**src/rtl/erc_pkg.sv**
```systemverilog
package erc_pkg;
  typedef enum logic [1:0] {
    CODE_RESET = 2'd0,
    CODE_RUN   = 2'd1,
    CODE_CLEAR = 2'd2,
    CODE_PAUSE = 2'd3
  } run_code_e;
endpackage

```
**src/rtl/erc_xition.sv**
```systemverilog
// Transition decode: accepted write plus current state -> next state.
module erc_xition
  import erc_pkg::*;
(
  input  run_code_e  cur_i,
  input  logic       armed_i,
  input  logic       wr_i,
  input  logic [1:0] code_i,
  output run_code_e  nxt_o,
  output logic       arm_nxt_o,
  output logic       go_o
);
  always_comb begin
    nxt_o     = cur_i;
    arm_nxt_o = armed_i;
    go_o      = 1'b0;
    if (wr_i) begin
      if (cur_i == CODE_PAUSE) begin
        if (armed_i) begin
          arm_nxt_o = 1'b0;
          if (code_i == CODE_CLEAR) begin
            nxt_o = CODE_RESET;
            go_o  = 1'b1;
          end
        end else begin
          case (code_i)
            CODE_CLEAR: arm_nxt_o = 1'b1;
            CODE_RUN: begin
              nxt_o = CODE_RUN;
              go_o  = 1'b1;
            end
            CODE_PAUSE: go_o = 1'b1;
            default: ;
          endcase
        end
      end else if (code_i != CODE_CLEAR) begin
        nxt_o = run_code_e'(code_i);
        go_o  = 1'b1;
      end
    end
  end
endmodule

```
**src/rtl/erc_settle.sv**
```systemverilog
// Settle timer: flag low for SETTLE_CYCLES cycles after each start.
module erc_settle #(
  parameter int SETTLE_CYCLES = 4
) (
  input  logic clk,
  input  logic rst_n,
  input  logic start_i,
  output logic valid_o
);
  localparam int CW = $clog2(SETTLE_CYCLES + 1);
  localparam logic [CW-1:0] LOAD = CW'(SETTLE_CYCLES - 1);

  logic [CW-1:0] cnt_q, cnt_d;
  logic          vld_q, vld_d;

  always_comb begin
    cnt_d = cnt_q;
    vld_d = vld_q;
    if (start_i) begin
      cnt_d = LOAD;
      vld_d = 1'b0;
    end else if (!vld_q) begin
      if (cnt_q == '0) vld_d = 1'b1;
      else             cnt_d = cnt_q - 1'b1;
    end
  end

  always_ff @(posedge clk or negedge rst_n) begin
    if (!rst_n) begin
      cnt_q <= '0;
      vld_q <= 1'b1;
    end else begin
      cnt_q <= cnt_d;
      vld_q <= vld_d;
    end
  end

  assign valid_o = vld_q;


  settle_drop_chk: assert property (@(posedge clk) disable iff (!rst_n)
    start_i |=> !valid_o);

  settle_rise_chk: assert property (@(posedge clk) disable iff (!rst_n)
    (!vld_q && cnt_q == '0 && !start_i) |=> valid_o);
endmodule

```
**src/rtl/engine_run_ctrl.sv**
```systemverilog
module engine_run_ctrl
  import erc_pkg::*;
#(
  parameter int DW            = 32,
  parameter int SETTLE_CYCLES = 4
) (
  input  logic          clk,
  input  logic          rst_n,
  input  logic          st_wr_i,
  input  logic [1:0]    st_code_i,
  input  logic          srst_wr_i,
  input  logic          srst_bit_i,
  output logic [DW-1:0] st_rdata_o,
  output logic          ign_sticky_o,
  output logic          clr_o,
  output logic          shift_en_o,
  output logic          hold_o
);
  localparam int PADW = DW - 3;

  run_code_e state_q, state_d, xnxt;
  logic      armed_q, armed_d, arm_nxt;
  logic      ign_q, ign_d;
  logic      clr_q, clr_d;
  logic      valid, go, srst, acc_wr, ign_set;

  assign srst    = srst_wr_i & srst_bit_i;
  assign acc_wr  = st_wr_i & valid & ~srst;
  assign ign_set = st_wr_i & ~valid & ~srst;

  erc_xition u_xition (
    .cur_i     (state_q),
    .armed_i   (armed_q),
    .wr_i      (acc_wr),
    .code_i    (st_code_i),
    .nxt_o     (xnxt),
    .arm_nxt_o (arm_nxt),
    .go_o      (go)
  );

  erc_settle #(.SETTLE_CYCLES(SETTLE_CYCLES)) u_settle (
    .clk     (clk),
    .rst_n   (rst_n),
    .start_i (go | srst),
    .valid_o (valid)
  );

  always_comb begin
    state_d = srst ? CODE_RESET : xnxt;
    armed_d = srst ? 1'b0 : arm_nxt;
    ign_d   = srst ? 1'b0 : (ign_q | ign_set);
    clr_d   = srst | (go & (xnxt == CODE_RESET));
  end

  always_ff @(posedge clk or negedge rst_n) begin
    if (!rst_n) begin
      state_q <= CODE_RESET;
      armed_q <= 1'b0;
      ign_q   <= 1'b0;
      clr_q   <= 1'b0;
    end else begin
      state_q <= state_d;
      armed_q <= armed_d;
      ign_q   <= ign_d;
      clr_q   <= clr_d;
    end
  end

  assign st_rdata_o   = {{PADW{1'b0}}, valid, state_q};
  assign ign_sticky_o = ign_q;
  assign clr_o        = clr_q;
  assign shift_en_o   = (state_q == CODE_RUN) & valid;
  assign hold_o       = (state_q == CODE_PAUSE);


  ignore_hold_chk: assert property (@(posedge clk) disable iff (!rst_n)
    (st_wr_i && !valid && !srst) |=> $stable(state_q));

  sticky_set_chk: assert property (@(posedge clk) disable iff (!rst_n)
    (st_wr_i && !valid && !srst) |=> ign_sticky_o);

  pause_clear_chk: assert property (@(posedge clk) disable iff (!rst_n)
    (state_q == CODE_PAUSE && !armed_q && acc_wr && st_code_i == CODE_CLEAR)
      |=> (state_q == CODE_PAUSE && valid));

  srst_force_chk: assert property (@(posedge clk) disable iff (!rst_n)
    srst |=> (state_q == CODE_RESET && !valid && !ign_sticky_o && clr_o));

  ctl_excl_chk: assert property (@(posedge clk) disable iff (!rst_n)
    $onehot0({clr_o, shift_en_o, hold_o}));
endmodule

```
**config.mk**
```make
export PLATFORM = sky130hd
export DESIGN_NAME = engine_run_ctrl
export DESIGN_NICKNAME = d
export VERILOG_FILES = /design/src/rtl/erc_pkg.sv /design/src/rtl/erc_xition.sv /design/src/rtl/erc_settle.sv /design/src/rtl/engine_run_ctrl.sv
export SDC_FILE = /design/constraint.sdc
export NUM_CORES = 1
export LEC_CHECK = 0
export ABC_AREA = 1
export BUFFER_PORTS_ARGS = -buffer_cell sky130_fd_sc_hd__buf_2
export CORE_MARGIN = 1
export CORE_UTILIZATION = 42
export DETAILED_ROUTE_END_ITERATION = 8
export PLACE_DENSITY_LB_ADDON = 0.12
export SLEW_MARGIN = 20
export SYNTH_ARGS = -nofsm -noshare
export SYNTH_HDL_FRONTEND = slang
export SYNTH_SLANG_ARGS = --single-unit
```
**constraint.sdc**
```tcl
create_clock -name clk -period 1.6 [get_ports clk]
set_clock_uncertainty 0.2 [all_clocks]
set_input_delay 0.08 -clock clk [delete_from_list [all_inputs] [get_ports clk]]
set_output_delay 0.08 -clock clk [all_outputs]
set_load 0.02 [all_outputs]
```
==> metrics.yaml, run 1 <==
placed_design:
  gp_routability_congestion: 0.784
  post_dp_cell_area_um2: 717
  hpwl_um: 986
  post-place-ws_ns: 0.129
  portBuffers: 13
  dp_cells: 127
detailed_routing:
  vias: 574
  ant_nets: 0
  avgRoutedWirePerCell_um: 9.05
  drc_errors: 3
  first_pass_iters: 6
  drt_iter0_drc: 11
  routed_wl_um: 1250
  via_per_inst: 4.16
hold_path:
  hp-class: "input pin to flop"
  hp-start: "st_code_i[0]"
  min_to: "state_q[1]$_DFF_PN0_"
  hold_depth: 6
timing:
  max_freq_mhz: 668
  min_period_ns: 1.50
  rsz0062_at_grt: "no"
  setup_viol_count_final: 0
  fin_hold_ws_ns: 0.0625
  drv_slew: 0
  finalSetupTns_ns: 0
  hold_violations: 0
  timing.final.crit_share: 0.936
  layout_setup_ws_ns: 0.103
setup_path:
  worstPathCellList: "inv_1 -> nand3_1 -> dlygate4sd3_1 -> a21oi_1"
  startpoint_type: "flop"
  cp-end-kind: "flop"
  timing.rr.start: "armed_q$_DFFE_PN0P_"
  cp_data_arrival_time_ns: 1.49
  crit_required_ns: 1.59
  path_buf_inv: 2
  crit_slowest_cell: "dlygate4sd3_1"
  critPathKind: "flop to flop"
  max_stage_delay_ns: 0.56
  cp_max_fo: 3
  r2r_slack_ns: 0.10
  r2r-end: "armed_q$_DFFE_PN0P_"
  reg2regPathDepth: 4
  cp_top_family: "buffers and inverters"
synth:
  synth_cell_types: 17
  netlist.area_leader.share: 0.303
  synth_top_area_cell: "buf_4"
  synth_xor_area_frac: 0.0235
  syn_inst: 99
  yosys.area_share.adder: 0.0336
  synth_enable_flop_cells: 0
  synthSimpleGateAreaFrac: 0.220
  synth.avg_cell_area_um2: 7.52
  synth_flop_cell: "dfrtp_1"
  syn_area_um2: 744
  seq_area_frac_synth: 0.304
  synth_mux_area_frac: 0
  synth_compound_area_frac: 0.0454
  yosys-top-cells-area: "buf_4, dfrtp_1, nand2_1"
  yosysWarnings: 0
  synth_most_common_cell: "buf_4"
  synth_top_family_by_area: "buffers and inverters"
  async_flop_share: 1.00
  ys_ff_latch: 9
  ys_top_cells_by_count: "buf_4, nand2_1, inv_1"
run_status:
  violations: "design-rule violations"
  status: "complete, but fails checks"
power_and_ir_drop:
  total_power_uw: 952
  leakage_nw: 0.498
  power_frac_clock: 0.186
  power.sequential.fraction: 0.350
  cellPowerDensity_mw_per_mm2: 1170
  netSwitchingFraction: 0.427
  combPwrFrac: 0.464
  max-vdd-ir-drop_mv: 0.646
  intPower_uw: 545
  power.net_switching_uw: 407
flow_run:
  maxCapViolations: 0
cells_and_area:
  final_cell_count_no_fill: 138
  drive_gt1_frac: 0.238
  diodes: 0
  fin_area_um2: 813
  final_nets: 132
  syn_to_final_growth_pct: 9.24
  postLayoutCoreUtil: 0.516
clock_tree:
  cts_made_buffers: 3
  clockRootBuffer: "clkbuf_4"
  htree_num_levels: 1
  clock_latency_ns: 0.26
  cts.sinks: 9
  clockBufferDepth: 2
  clk_pin_slew_ns: 0.06
  cts_tree: "done"
floorplanning:
  core_mm2: 0.00158
  design.die.area_mm2: 0.00194
  core.rowCount: 14
  start_util: 0.472
  die_x_um: 44.1
  die_y_um: 44.1
  ios: 43
global_routing:
  grt_pass1_wl_um: 2080
  grt_pass1_vias: 484
  grt_use_met3: 0.0245
  use_met2: 0.226
  antenna_found_initial: 0
  grt.overflow.total: 0
  top_usage_layer: "met2"
  met1_usage: 0.195
  gr-usage-all-layers: 0.146
  grt_max_degree: 9
## what timing repair did
action                    4_1_cts  5_1_grt
buffers inserted                0        0
hold buffers                    7        0
hold endpoints to repair       14        0
resized for setup               0        0
## sequential cells by signal (all words and copies together), names as in the netlist
signal,cells
clr_o,1
ign_sticky_o,1
u_settle.cnt_q,3
armed_q,1
u_settle.valid_o,1
state_q,2
## layout make-up
class                      instances  area [um2]
clock buffer                       4        26.3
sequential                         9         226
fill                             172         763
timing repair buffer              21         143
tap                               16        20.0
inverter                          13        48.8
multi-input combinational         75         349
## power groups by stage
| stage | clock network, mW | logic, mW | registers (mW) |
|---|---|---|---|
| after floorplan | 0 | 0.360 | 0.365 |
| after global placement | 0 | 0.423 | 0.336 |
| after detailed placement | 0 | 0.436 | 0.336 |
| after CTS | 0.186 | 0.450 | 0.332 |
| after global routing | 0.195 | 0.498 | 0.342 |
| final | 0.177 | 0.441 | 0.334 |
## kinds of logic after synthesis
family          after synthesis
compound gates                6
xor+xnor                      2
fa+ha+maj                     2
buf+inv                      43
flops                         9
other cells                   1
simple gates                 36
## routing by layer
metal / share of wire / vias to the layer above
met5: 0 / -
met3: 0.049 / 2
met1: 0.44 / 260
li1: - / 288
met2: 0.50 / 24
met4: 0.011 / 0
## how the worst max path moves through the flow
stage                                     to  cells past startpoint  slack (ns)                           from
2_1_floorplan  u_settle.cnt_q[1]$_DFFE_PN0P_                      7        0.19           state_q[1]$_DFF_PN0_
3_3_place_gp   u_settle.cnt_q[2]$_DFFE_PN0P_                      6        0.17  u_settle.cnt_q[0]$_DFFE_PN0P_
3_5_place_dp   u_settle.cnt_q[2]$_DFFE_PN0P_                      6        0.13  u_settle.cnt_q[0]$_DFFE_PN0P_
4_1_cts                           shift_en_o                      4         0.1     u_settle.valid_o$_DFF_PN1_
5_1_grt        u_settle.cnt_q[2]$_DFFE_PN0P_                      6        0.02  u_settle.cnt_q[0]$_DFFE_PN0P_
6_report                 armed_q$_DFFE_PN0P_                      4        0.10            armed_q$_DFFE_PN0P_
## worst reg2reg max path, cell delays in order, from the launching register on
cell	delay (ns)
dfrtp_1	0.39
inv_1	0.09
nand3_1	0.07
dlygate4sd3_1	0.56
a21oi_1	0.12
## placed cells by master, fill, tap and decap left out, drive strengths merged
master,n
conb,29
nand2,20
buf,14
inv,13
nand3,8
dfrtp,8
dlygate4sd3,7
nor2,7
a21oi,4
clkbuf,4
xor2,2
o21ai,2
ha,2
nand3b,1
dfstp,1
No activity file was read; power rests on OpenSTA's default activity.
==> inputs of run 2 (changes only) <==
--- a/config.mk
+++ b/config.mk
@@ -5,7 +5,6 @@
 export SDC_FILE = /design/constraint.sdc
 export NUM_CORES = 1
 export LEC_CHECK = 0
-export ABC_AREA = 1
 export BUFFER_PORTS_ARGS = -buffer_cell sky130_fd_sc_hd__buf_2
 export CORE_MARGIN = 1
 export CORE_UTILIZATION = 42
==> run 2 against run 1 <==
  * The run still ends with design-rule violations left
  * Clock power up 3%
  * Wire length increased by 8.6%
  * First-iteration DRC count did not move
  * Total power grew 18%
  * Cell area grew 0.62%
  * Via count fell by 4.2%
  * Sequential share of layout area is 0.17 points lower
  * Utilization grew 0.90 points
  * Critical endpoint unchanged
  * Highest routed layer unchanged
==> metrics.yaml, run 2 <==
run_status:
  status: "complete, but fails checks"
  violations: "design-rule violations"
placed_design:
  portBuffers: 13  # unchanged
  post_dp_cell_area_um2: 711  # -0.87%
  hpwl_um: 961  # -2.6%
  gp_routability_congestion: 0.728  # -7.2%
  post-place-ws_ns: 0.0418  # -0.0870 ns
cells_and_area:
  final_nets: 121  # -8.3%
  fillCellCount: 172  # unchanged
  largest_registers: "u_settle.cnt_q x3, state_q x2"
  fin_area_um2: 818  # +0.62%
  syn_to_final_growth_pct: 13.3
  multi_input_comb_area_um2: 353  # +1.1%
  final_common_cell: "conb_1"
  largest_register_ffs: 3  # unchanged
  drive_gt1_frac: 0.234  # -0.00347
  largest-register: "u_settle.cnt_q"
  final_cell_mix: "conb_1, buf_2, dfrtp_1, dlygate4sd3_1"
  diodes: 0  # unchanged
  regArea_um2: 226  # unchanged
  postLayoutCoreUtil: 0.525  # +0.00901
clock_tree:
  clockBufferDepth: 2  # unchanged
  cts.sinks: 9  # unchanged
  cts_tree: "done"
  clockRootBuffer: "clkbuf_4"
  clk_pin_slew_ns: 0.06  # about the same
  clock_latency_ns: 0.27  # about the same
  cts_made_buffers: 3  # unchanged
  htree_num_levels: 1  # unchanged
synth:
  synth_top_area_cell: "buf_4"
  syn_inst: 85  # -14%
  netlist.area_leader.share: 0.312  # +0.00944
  ys_ff_latch: 9  # unchanged
  synth_cell_types: 29  # +12
  ys_top_cells_by_count: "buf_4, dfrtp_1, a21oi_1"
  syn_area_um2: 722  # -3.0%
  yosysWarnings: 0  # unchanged
  async_flop_share: 1.00  # unchanged
  synth_flop_cell: "dfrtp_1"
  synth_most_common_cell: "buf_4"
  synth.avg_cell_area_um2: 8.49  # +13%
  yosys-top-cells-area: "buf_4, dfrtp_1, a21oi_1"
  synth_enable_flop_cells: 0  # unchanged
  seq_area_frac_synth: 0.314  # +0.00949
timing:
  hold_violations: 0  # unchanged
  drv_slew: 0  # unchanged
  finalSetupTns_ns: 0  # unchanged
  max_freq_mhz: 629  # -5.9%
  setup_viol_count_final: 0  # unchanged
  timing.final.crit_share: 0.994  # +0.0583
  min_period_ns: 1.59  # +0.0933 ns
  layout_setup_ws_ns: 0.00974  # -0.0933 ns
detailed_routing:
  first_pass_iters: 5  # -1
  ant_nets: 0  # unchanged
  drc_errors: 6  # +3
  drt_iter0_drc: 11  # unchanged
  routed_wl_um: 1360  # +8.6%
  via_per_inst: 4.33  # +4.1%
  vias: 550  # -4.2%
  avgRoutedWirePerCell_um: 10.7  # +18%
power_and_ir_drop:
  leakage_nw: 0.442  # -11%
  max-vdd-ir-drop_mv: 0.652  # +1.0%
  cellPowerDensity_mw_per_mm2: 1370  # +17%
floorplanning:
  ios: 43  # unchanged
  die_x_um: 43.5  # -1.5%
  design.die.area_mm2: 0.00189  # -2.9%
  core.rowCount: 14  # unchanged
  die_y_um: 43.5  # -1.5%
  start_util: 0.463  # -0.00914
  core_mm2: 0.00156  # -1.1%
flow_run:
  maxCapViolations: 0  # unchanged
global_routing:
  grt_max_degree: 9  # unchanged
  grt_pass1_vias: 466  # -3.7%
  antenna_found_initial: 0  # unchanged
  grt.overflow.total: 0  # unchanged
  grt_pass1_wl_um: 2110  # +1.7%
  gr-usage-all-layers: 0.160  # +0.0146
setup_path:
  startpoint_type: "flop"
  cp_max_fo: 6  # +3
  crit_required_ns: 1.59  # about the same
  critPathKind: "flop to flop"
  cp-end-kind: "flop"
  cp_data_arrival_time_ns: 1.58  # +0.09 ns
hold_path:
  hp-class: "input pin to asynchronous set/reset pin"
-- run 2: cell types whose count changed after synthesis, moves of 2 or more --
| cell | before | now |
|---|---|---|
| nand2_1 | 16 | 5 |
| nand3_1 | 8 | 2 |
| a21oi_1 | 3 | 7 |
| inv_2 | 4 | 0 |
| inv_1 | 9 | 6 |
| nand2_2 | 4 | 1 |
| nand2b_1 | 0 | 2 |
| nor2_1 | 5 | 3 |
| nor2_2 | 2 | 0 |
| xor2_1 | 2 | 0 |
-- run 2: cell families (layout without fill, tap and decap cells) --
kind of cell / after synthesis / in the layout / share of synthesized area
buffers and inverters: 37 / 35 / 0.348
AND/OR/NAND/NOR: 20 / 20 / 0.153
AO/OA/AOI/OAI: 14 / 14 / 0.120
flip-flops: 9 / 9 / 0.314
adder cells (fa/ha/maj): 2 / 2 / 0.0347
other: 1 / 29 / 0.00519
XOR/XNOR: 1 / 1 / 0.0121
multiplexers: 1 / 1 / 0.0139
-- run 2: metal layers --
metal | wire length [um] | track usage
met2 | 702 | 0.261
met3 | 58 | 0.0375
met4 | 21 | 0.0938
met5 | 0 | 0
met1 | 575 | 0.193
-- run 2: worst max-delay path: stages, from the launching register on --
cell,delay (ns)
dfstp_2,0.58
nand2_2,0.09
or4_1,0.50
a21oi_2,0.15
-- run 2: per-stage QoR --
step | power, mW | std cells | hold WS (ns)
finish | 1.12 | 127 | 0.0885
global route | 1.22 | 127 | 0.101
CTS | 1.11 | 126 | 0.0785
detailed placement | 0.904 | 115 | -0.247
global placement | 0.899 | 115 | -0.251
floorplan | 0.796 | 113 | -0.416
-- run 2: layout make-up --
class | instances | share of cell area
clock buffers | 4 | 0.0321
inverters | 7 | 0.0336
multi-input cells | 67 | 0.431
flip-flops and latches | 9 | 0.277
well taps | 16 | 0.0245
repair buffers | 24 | 0.202
-- run 2: worst paths after layout --
kind | end | cells past startpoint | slack (ns) | from
worst max-delay path | armed_q$_DFFE_PN0P_ | 3 | 0.01 | u_settle.valid_o$_DFF_PN1_
worst min-delay path | u_settle.valid_o$_DFF_PN1_ | 2 | 0.09 | rst_n
worst max register to register | armed_q$_DFFE_PN0P_ | 3 | 0.01 | u_settle.valid_o$_DFF_PN1_
worst min register to register | ign_sticky_o$_DFF_PN0_ | 2 | 0.30 | ign_sticky_o$_DFF_PN0_
max in group asynchronous | armed_q$_DFFE_PN0P_ | 3 | 0.29 | rst_n
min in group clk | ign_sticky_o$_DFF_PN0_ | 2 | 0.30 | ign_sticky_o$_DFF_PN0_
-- run 2: repair_timing --
item | CTS | global route
hold buffers | 7 | 0
endpoints found under the setup margin | 0 | 1
gates resized for setup | 0 | 1
buffers inserted | 0 | 1
endpoints found under the hold margin | 13 | 0
-- run 2: power breakdown --
group,leakage (nW),switching (mW),total [mW],internal (mW)
Sequential,0.111,0.0565,0.373,0.317
Combinational,0.317,0.331,0.564,0.233
Clock,0.0150,0.0863,0.183,0.0965
==> inputs of run 3 (changes only) <==
--- a/config.mk
+++ b/config.mk
@@ -6,8 +6,10 @@
 export NUM_CORES = 1
 export LEC_CHECK = 0
 export BUFFER_PORTS_ARGS = -buffer_cell sky130_fd_sc_hd__buf_2
+export CELL_PAD_IN_SITES_DETAIL_PLACEMENT = 0
+export CELL_PAD_IN_SITES_GLOBAL_PLACEMENT = 1
 export CORE_MARGIN = 1
-export CORE_UTILIZATION = 42
+export CORE_UTILIZATION = 29
 export DETAILED_ROUTE_END_ITERATION = 8
 export PLACE_DENSITY_LB_ADDON = 0.12
 export SLEW_MARGIN = 20
==> run 3 against run 2 <==
  * The run now ends clean
  * Clock power down 4%
  * Critical path depth is the same
  * Global-route usage decreased by 4.5 points
  * Die area rose by 43%
  * Wire length grew 4.1%
  * Combinational power down 3.7%
  * Cell area is 2.9% higher
  * Total power down 2.1%
  * Critical endpoint unchanged
  * Highest routed layer unchanged
==> metrics.yaml, run 3 (synthesis results as in run 2) <==
power_and_ir_drop:
  leakage_nw: 0.447  # +1.0%
  cellPowerDensity_mw_per_mm2: 1300  # -4.9%
  max-vdd-ir-drop_mv: 0.673  # +3.2%
  total_power_mw: 1.10  # -2.1%
placed_design:
  portBuffers: 13  # unchanged
  dp_cells: 126  # +9.6%
  hpwl_um: 1020  # +6.2%
  gp_routability_congestion: 0.777  # +6.7%
setup_path:
  crit_required_ns: 1.58  # about the same
  cp_max_fo: 6  # unchanged
  cp_data_arrival_time_ns: 1.55  # -0.03 ns
  path_buf_inv: 0  # unchanged
  critPathKind: "flop to flop"
  max_stage_delay_ns: 0.59  # about the same
  cp_top_family: "flip-flops"
  startpoint_type: "flop"
  crit_slowest_cell: "dfstp_2"
  cp-end-kind: "flop"
  r2r_slack_ns: 0.04  # +0.03 ns
  worstPathCellList: "nand2_4 -> or4_4 -> a21oi_2"
global_routing:
  antenna_found_initial: 0  # unchanged
  grt_pass1_vias: 503  # +7.9%
  grt.overflow.total: 0  # unchanged
  grt_pass1_wl_um: 2260  # +6.9%
  gr-usage-all-layers: 0.115  # -0.0449
  grt_max_degree: 7  # -2
floorplanning:
  core_mm2: 0.00228  # +46%
  start_util: 0.317  # -0.146
  die_x_um: 51.9  # +19%
  core.rowCount: 17  # +3
  design.die.area_mm2: 0.00269  # +43%
  ios: 43  # unchanged
  die_y_um: 51.9  # +19%
cells_and_area:
  final_cell_mix: "conb_1, buf_2, dfrtp_1, dlygate4sd3_1"
  syn_to_final_growth_pct: 16.6
  final_cell_count_no_fill: 138  # +8.7%
  diodes: 0  # unchanged
  final_common_cell: "conb_1"
  drive_gt1_frac: 0.236  # +0.00213
  largest_registers: "u_settle.cnt_q x3, state_q x2"
  final_nets: 120  # -0.83%
  largest-register: "u_settle.cnt_q"
  fillCellCount: 248  # +44%
  largest_register_ffs: 3  # unchanged
timing:
  setup_viol_count_final: 0  # unchanged
  timing.final.crit_share: 0.978  # -0.0162
  drv_slew: 0  # unchanged
  finalSetupTns_ns: 0  # unchanged
  max_freq_mhz: 639  # +1.7%
  min_period_ns: 1.56  # -0.0258 ns
  hold_violations: 0  # unchanged
  rsz0062_at_grt: "no"
clock_tree:
  cts_made_buffers: 3  # unchanged
  clockBufferDepth: 2  # unchanged
  cts_tree: "done"
  clockRootBuffer: "clkbuf_4"
  htree_num_levels: 1  # unchanged
  clock_latency_ns: 0.26  # about the same
  cts_setup_buffers: 0  # unchanged
  clk_pin_slew_ns: 0.06  # about the same
  cts.sinks: 9  # unchanged
detailed_routing:
  first_pass_iters: 4  # -1
  avgRoutedWirePerCell_um: 10.2  # -4.2%
  vias: 577  # +4.9%
  via_per_inst: 4.18  # -3.5%
  drc_errors: 0  # -6
  drt_iter0_drc: 10  # -1
  routed_wl_um: 1410  # +4.1%
  ant_nets: 0  # unchanged
flow_run:
  maxCapViolations: 0  # unchanged
run_status:
  status: "finished, final reports clean"
hold_path:
  hp-class: "input pin to asynchronous set/reset pin"
==> run 3: changes by cell type in the layout (fill, tap and decap cells not counted), sizes merged <==
cell / delta
buf: -2
dlygate4sd3: +1
==> run 3: final timing paths <==
check,depth (start not counted),to,start
worst max-delay path,3,armed_q$_DFFE_PN0P_,u_settle.valid_o$_DFF_PN1_
worst min-delay path,2,u_settle.valid_o$_DFF_PN1_,rst_n
worst max register to register,3,armed_q$_DFFE_PN0P_,u_settle.valid_o$_DFF_PN1_
worst min register to register,2,ign_sticky_o$_DFF_PN0_,ign_sticky_o$_DFF_PN0_
max in group asynchronous,3,u_settle.cnt_q[1]$_DFFE_PN0P_,rst_n
min in group clk,2,ign_sticky_o$_DFF_PN0_,ign_sticky_o$_DFF_PN0_
==> run 3: layout make-up <==
type | instances | area, um2 | area share
timing repair buffer | 23 | 160 | 0.190
inverter | 7 | 27.5 | 0.0327
sequential | 9 | 226 | 0.269
tap | 28 | 35.0 | 0.0416
multi-input combinational | 67 | 367 | 0.435
clock buffer | 4 | 26.3 | 0.0312
==> run 3: metrics by stage <==
stage          worst slack [ns]  hold slack (ns)  instance area, um2   util
2_1_floorplan            0.0283           -0.416                 828      -
3_3_place_gp             0.0410           -0.248                 718  0.316
3_5_place_dp             0.0416           -0.249                 718  0.316
4_1_cts                  0.0360           0.0930                 825  0.362
5_1_grt                 0.00967            0.109                 842  0.370
6_report                 0.0356            0.104                 842  0.370
==> run 3: repair_timing <==
action / in CTS / in global routing
endpoints found under the hold margin: 13 / 0
endpoints found under the setup margin: 0 / 3
hold buffers: 8 / 0
gates resized for setup: 0 / 4
==> run 3: power breakdown <==
| part | leakage (nW) | internal, mW | total [mW] | switching (mW) |
|---|---|---|---|---|
| registers | 0.111 | 0.317 | 0.378 | 0.0611 |
| clock network | 0.0150 | 0.0960 | 0.175 | 0.0794 |
| logic | 0.321 | 0.214 | 0.543 | 0.329 |
| total | 0.447 | 0.627 | 1.10 | 0.469 |
==> run 3: metal layers <==
| layer | global-route usage | vias up | part of all wire |
|---|---|---|---|
| met5 | 0 | - | 0 |
| met4 | 0.0405 | 0 | 0.012 |
| met3 | 0.0409 | 2 | 0.076 |
| met2 | 0.184 | 33 | 0.47 |
| met1 | 0.142 | 271 | 0.44 |
| li1 | - | 271 | - |
